File: config.mk
export PLATFORM = sky130hd
export DESIGN_NAME = mcu_io_ports
export DESIGN_NICKNAME = d
export VERILOG_FILES = /design/src/rtl/mcu_io_pkg.sv /design/src/rtl/mcu_io_decode.sv /design/src/rtl/mcu_io_in_sel.sv /design/src/rtl/mcu_io_out_bank.sv /design/src/rtl/mcu_io_ports.sv
export SDC_FILE = /design/constraint.sdc
export NUM_CORES = 1
export LEC_CHECK = 0
export ABC_AREA = 1
export BUFFER_PORTS_ARGS = -buffer_cell sky130_fd_sc_hd__buf_2
export CORE_ASPECT_RATIO = 1.25
export CORE_MARGIN = 10
export CORE_UTILIZATION = 50
export CTS_CLUSTER_DIAMETER = 50
export CTS_CLUSTER_SIZE = 12
export DETAILED_ROUTE_END_ITERATION = 7
export PLACE_DENSITY = 0.77
export SYNTH_ARGS = -nofsm -noshare
export SYNTH_HDL_FRONTEND = slang
export SYNTH_HIERARCHICAL = 1
export SYNTH_SLANG_ARGS = --single-unit
File: constraint.sdc
create_clock -name clk -period 1.6 [get_ports clk]
set_input_delay 0.08 -clock clk [delete_from_list [all_inputs] [get_ports clk]]
set_output_delay 0.08 -clock clk [all_outputs]
set_load 0.005 [all_outputs]
File: src/rtl/mcu_io_pkg.sv
package mcu_io_pkg;
    localparam int NIB       = 4;
    localparam int IDX_W     = 4;
    localparam int IMM_W     = 2 * NIB;
    localparam int IN_CNT    = 4;   // ports 0..3 readable
    localparam int OUT_FIRST = 2;   // first output index (C)
    localparam int OUT_CNT   = 7;   // C..I
    localparam int OUT_LAST  = OUT_FIRST + OUT_CNT - 1;
    localparam int I_W       = 3;   // pins on the last port
    localparam int CMD_W     = 4;

    localparam logic [IDX_W-1:0] IDX_A = IDX_W'(0);
    localparam logic [IDX_W-1:0] IDX_E = IDX_W'(4);
    localparam logic [NIB-1:0]   IDLE  = {NIB{1'b1}};

    typedef enum logic [CMD_W-1:0] {
        CMD_NOP    = 4'd0,
        CMD_IN_A   = 4'd1,
        CMD_IN_P   = 4'd2,
        CMD_OUT_E  = 4'd3,
        CMD_OUT_P  = 4'd4,
        CMD_OUT_CD = 4'd5,
        CMD_SET_E  = 4'd6,
        CMD_CLR_E  = 4'd7,
        CMD_SET_P  = 4'd8,
        CMD_CLR_P  = 4'd9,
        CMD_TST_A  = 4'd10,
        CMD_TST_P  = 4'd11
    } io_cmd_e;

    typedef enum logic [1:0] {
        WK_WHOLE,
        WK_SET,
        WK_CLR
    } wr_kind_e;

    function automatic logic is_out_idx(input logic [IDX_W-1:0] idx);
        return (int'(idx) >= OUT_FIRST) && (int'(idx) <= OUT_LAST);
    endfunction

    function automatic logic [NIB-1:0] apply_wr(input wr_kind_e k,
                                                input logic [NIB-1:0] old,
                                                input logic [NIB-1:0] data,
                                                input logic [NIB-1:0] mask);
        case (k)
            WK_SET:  return old | mask;
            WK_CLR:  return old & ~mask;
            default: return data;
        endcase
    endfunction
endpackage

File: src/rtl/mcu_io_decode.sv
module mcu_io_decode
    import mcu_io_pkg::*;
(
    input  io_cmd_e                          cmd,
    input  logic [IDX_W-1:0]                 dp_low,
    input  logic [NIB-1:0]                   acc,
    input  logic [IMM_W-1:0]                 imm,
    output logic [OUT_CNT-1:0]               wr_en,
    output wr_kind_e                         wr_kind,
    output logic [OUT_CNT-1:0][NIB-1:0]      wr_data,
    output logic [IDX_W-1:0]                 rd_idx,
    output logic                             rd_load,
    output logic                             tst_en,
    output logic                             bad_wr
);
    logic             single;
    logic             split;
    logic [IDX_W-1:0] tgt;

    always_comb begin
        single  = 1'b0;
        split   = 1'b0;
        tgt     = IDX_E;
        wr_kind = WK_WHOLE;
        rd_idx  = IDX_A;
        rd_load = 1'b0;
        tst_en  = 1'b0;
        case (cmd)
            CMD_IN_A:   rd_load = 1'b1;
            CMD_IN_P:   begin rd_load = 1'b1; rd_idx = dp_low; end
            CMD_OUT_E:  single = 1'b1;
            CMD_OUT_P:  begin single = 1'b1; tgt = dp_low; end
            CMD_OUT_CD: split = 1'b1;
            CMD_SET_E:  begin single = 1'b1; wr_kind = WK_SET; end
            CMD_CLR_E:  begin single = 1'b1; wr_kind = WK_CLR; end
            CMD_SET_P:  begin single = 1'b1; wr_kind = WK_SET; tgt = dp_low; end
            CMD_CLR_P:  begin single = 1'b1; wr_kind = WK_CLR; tgt = dp_low; end
            CMD_TST_A:  tst_en = 1'b1;
            CMD_TST_P:  begin tst_en = 1'b1; rd_idx = dp_low; end
            default:    ;
        endcase
        bad_wr = single && !is_out_idx(tgt);
    end

    for (genvar g = 0; g < OUT_CNT; g++) begin : g_lane
        localparam logic [IDX_W-1:0] MY_IDX = IDX_W'(OUT_FIRST + g);
        if (g < 2) begin : g_split
            // lane 0 = C takes low nibble, lane 1 = D takes high nibble
            assign wr_en[g]   = (single && tgt == MY_IDX) || split;
            assign wr_data[g] = split ? imm[g*NIB +: NIB] : acc;
        end else begin : g_plain
            assign wr_en[g]   = single && tgt == MY_IDX;
            assign wr_data[g] = acc;
        end
    end
endmodule

File: src/rtl/mcu_io_in_sel.sv
module mcu_io_in_sel
    import mcu_io_pkg::*;
(
    input  logic [IDX_W-1:0]           idx,
    input  logic [IN_CNT-1:0][NIB-1:0] pins,
    output logic [NIB-1:0]             val
);
    always_comb begin
        val = IDLE;
        for (int i = 0; i < IN_CNT; i++) begin
            if (idx == IDX_W'(i)) val = pins[i];
        end
    end
endmodule

File: src/rtl/mcu_io_out_bank.sv
module mcu_io_out_bank
    import mcu_io_pkg::*;
(
    input  logic                        clk,
    input  logic                        rst,
    input  logic [OUT_CNT-1:0]          wr_en,
    input  wr_kind_e                    wr_kind,
    input  logic [OUT_CNT-1:0][NIB-1:0] wr_data,
    input  logic [NIB-1:0]              mask,
    output logic [OUT_CNT-1:0][NIB-1:0] latches
);
    for (genvar g = 0; g < OUT_CNT; g++) begin : g_latch
        always_ff @(posedge clk) begin
            if (rst)
                latches[g] <= IDLE;
            else if (wr_en[g])
                latches[g] <= apply_wr(wr_kind, latches[g], wr_data[g], mask);
        end
    end
endmodule

File: src/rtl/mcu_io_ports.sv
module mcu_io_ports
    import mcu_io_pkg::*;
(
    input  logic        clk,
    input  logic        rst,
    input  logic [3:0]  cmd,
    input  logic [3:0]  bit_mask,
    input  logic [3:0]  acc_in,
    input  logic [3:0]  dp_low,
    input  logic [7:0]  imm,
    input  logic [3:0]  pin_a,
    input  logic [3:0]  pin_b,
    input  logic [3:0]  pin_c,
    input  logic [3:0]  pin_d,
    output logic [3:0]  rd_data,
    output logic        skip,
    output logic        wr_err,
    output logic [3:0]  port_c,
    output logic [3:0]  port_d,
    output logic [3:0]  port_e,
    output logic [3:0]  port_f,
    output logic [3:0]  port_g,
    output logic [3:0]  port_h,
    output logic [2:0]  port_i
);
    logic [OUT_CNT-1:0]          wr_en;
    wr_kind_e                    wr_kind;
    logic [OUT_CNT-1:0][NIB-1:0] wr_data;
    logic [OUT_CNT-1:0][NIB-1:0] latches;
    logic [IDX_W-1:0]            rd_idx;
    logic                        rd_load;
    logic                        tst_en;
    logic                        bad_wr;
    logic [NIB-1:0]              in_val;
    logic                        unused_i_msb;

    mcu_io_decode u_dec (
        .cmd     (io_cmd_e'(cmd)),
        .dp_low  (dp_low),
        .acc     (acc_in),
        .imm     (imm),
        .wr_en   (wr_en),
        .wr_kind (wr_kind),
        .wr_data (wr_data),
        .rd_idx  (rd_idx),
        .rd_load (rd_load),
        .tst_en  (tst_en),
        .bad_wr  (bad_wr)
    );

    mcu_io_in_sel u_in (
        .idx  (rd_idx),
        .pins ({pin_d, pin_c, pin_b, pin_a}),
        .val  (in_val)
    );

    mcu_io_out_bank u_out (
        .clk     (clk),
        .rst     (rst),
        .wr_en   (wr_en),
        .wr_kind (wr_kind),
        .wr_data (wr_data),
        .mask    (bit_mask),
        .latches (latches)
    );

    always_ff @(posedge clk) begin
        if (rst) begin
            rd_data <= '0;
            skip    <= 1'b0;
            wr_err  <= 1'b0;
        end else begin
            if (rd_load) rd_data <= in_val;
            skip   <= tst_en && ((in_val & bit_mask) != '0);
            wr_err <= bad_wr;
        end
    end

    assign port_c       = latches[0];
    assign port_d       = latches[1];
    assign port_e       = latches[2];
    assign port_f       = latches[3];
    assign port_g       = latches[4];
    assign port_h       = latches[5];
    assign port_i       = latches[OUT_CNT-1][I_W-1:0];
    assign unused_i_msb = latches[OUT_CNT-1][NIB-1];
endmodule

==> results by group <==
Placed design
  • Number of I/O port buffers: 74
  • Placed cell count: 562
  • GP Congestion: between 0.8 and 0.9
  • Pre-CTS setup slack: -0.160 ns
  • Dpl hpwl: between 6000 and 7000 um

Job
  • Max cap viols: 0

Floorplan
  • Chip Width: approximately 86 um
  • Core Box Area: 0.00515 mm2
  • Initial Utilization: between 50 and 60%
  • Die height: 102 um
  • Die area: roughly 0.0087 mm2
  • I/O pin count: 75
  • Row count: 29

Cells and area
  • Area delta synth->final: 16.3%
  • Number of diodes: 0
  • Filler cell count: 511
  • Final-stage net count: 551
  • Multi-input logic area: 0.00162 mm2
  • Post-Route Utilization: roughly three fifths
  • Register area: 661 um2
  • Final Non-Filler Cells: 570
  • Ratio of cells with drive above 1 in the final layout: 28.5%

CTS
  • Post-CTS setup buffer count: 0
  • CTS root buf: clkbuf_8
  • CTS buffer count: 5
  • CTS tree: yes
  • # hold bufs at CTS: 0
  • Skew-Pair Late Insertion Delay: 0.28 ns
  • Worst-path clk slew: 0.06 ns
  • # H-tree levels: 2
  • Max clock buf depth: 2
  • CTS resizes: 0
  • TritonCTS Sinks: 33

Timing
  • Final TNS setup: 0 ns
  • Worst slew margin: 77.4%
  • Final period util: ~87%
  • Fin Clk Skew: 0 ns
  • Slew Viols, Final: 0
  • FMAX: 0.716 GHz
  • Tmin final: around 1.4 ns
  • Setup ws final: 0.204 ns
  • Hold slack: 0.193 ns
  • # setup viols final: 0
  • Hold violation total from the final report: 0
  • Worst Tran Pin Value: 0.338 ns
  • Unrepaired setup endpoints after global routing: no

Routing
  • Detailed-route via count: 3092
  • First-pass DRT Iterations: 5
  • DRC: 0
  • Initial DRC Count: 309
  • Average vias per placed instance: 5.42
  • DRT Wirelength: 8130 um
  • Routed Antenna Nets: 0
  • Wire per inst: 14.3 um

Worst setup path
  • CP Data Required Time: 1.82 ns
  • Crit path buf inv count: 2
  • Crit-path slowest cell: nor2_1
  • Max incr delay on CP: 0.30 ns
  • Critical path endpoint category: register
  • CP Max Fanout: 4
  • CP Launch Type: input port
  • WP data arrival: 1.62 ns
  • WS Path Type: input port to register
  • Worst path cell trace: buf_2, inv_1, nand2_2, nor2_1, a31oi_2, nor2_1, nor2_1, nand3_1, nand3_1, a21oi_1, nand2_1, nand2_1, nor2_1, nor2_1
  • Crit-path leading delay family: simple AND/OR/NAND/NOR gates
  • CP most frequent cell: nor2_1

Yosys
  • Cell Area, Synth: between 0.002 and 0.003 mm2
  • Synth Warn #: 6
  • Syn Area/Cell: 6.07 um2
  • Mapped Cells: 442
  • Post-synthesis net count: a little under 500

Power and ir drop
  • Pleak: 1.33 nW
  • PwrDens: 670 mW/mm2
  • Worst vdd ir: slightly above 300 uV

Global route
  • Global-route wire length before repair: 13300 um
  • Vias in the first global route: 2948
  • Antenna violations before repair: 0
  • Maximum number of pins on one net before global-route repair: 37
  • Total gr overflow: 0
  • Gr usage total: 18.2%

Hold path
  • Tightest Hold Check Type: input port to register

Run status
  • Status: completed
[placed cells by master (no fill, tap or decap), types with 2 or more instances in the layout]
cell and n:
nand2_1 92, nand2_2 8, nor2_2 24, clkinv_2 2
buf_12 3, ha_1 2, a21oi_1 28, buf_4 16
dfxtp_1 33, inv_1 26, inv_2 7, nand3b_1 6
nand3_1 74, o21ai_0 35, nor2_4 2, buf_2 74
clkbuf_8 5, nor3_1 3, nor2_1 60
[path summary, 6_finish.rpt]
path	from	to	slack [ns]	cells past startpoint
min reg2reg	rd_data[0]$_SDFFE_PP0P_	rd_data[0]$_SDFFE_PP0P_	0.49	2
max reg2reg	u_out/latches[10]$_SDFFE_PP1P_	u_out/latches[10]$_SDFFE_PP1P_	0.75	4
min	rst	wr_err$_SDFF_PP0_	0.19	2
max	cmd[2]	skip$_SDFF_PP0_	0.20	14
[stage by stage]
step / power (mW) / instance area, um2
CTS: 2.10 / 3110
global placement: 1.46 / 3030
detailed placement: 1.48 / 3030
floorplan: 1.31 / 2680
finish: 2.09 / 3120
global route: 2.22 / 3120
[worst reg2reg max path, delay by kind of cell, from the launching register on]
kind / cells / cell delay, ns
compound gates: 1 / 0.19
flops: 1 / 0.35
simple gates: 3 / 0.21
[cell type report]
class | count | share of cell area [%]
clock buffers | 6 | 2.33
clock inverters | 2 | 0.321
inverters | 34 | 4.09
multi-input cells | 340 | 52.0
flip-flops and latches | 33 | 21.2
well taps | 62 | 2.49
repair buffers | 93 | 17.6
[where the power goes]
group | internal [mW] | leakage [nW] | switching (mW)
clock network | 0.302 | 0.0450 | 0.323
logic | 0.233 | 1.02 | 0.346
registers | 0.857 | 0.269 | 0.0306
[state kept, by name (all words and copies together), names as in the netlist]
signal	flops
skip	1
u_out/latches	27
wr_err	1
rd_data	4
[layer usage]
| metal | part of all wire (%) | routed length [um] | GRT usage, % |
|---|---|---|---|
| met1 | 38 | 3120 | 19.9 |
| met2 | 51 | 4180 | 32.5 |
| met3 | 8.3 | 673 | 4.70 |
| met4 | 1.9 | 158 | 7.74 |
| met5 | 0 | 0 | 0 |
Note: power is estimated with default switching activity, not from simulation.
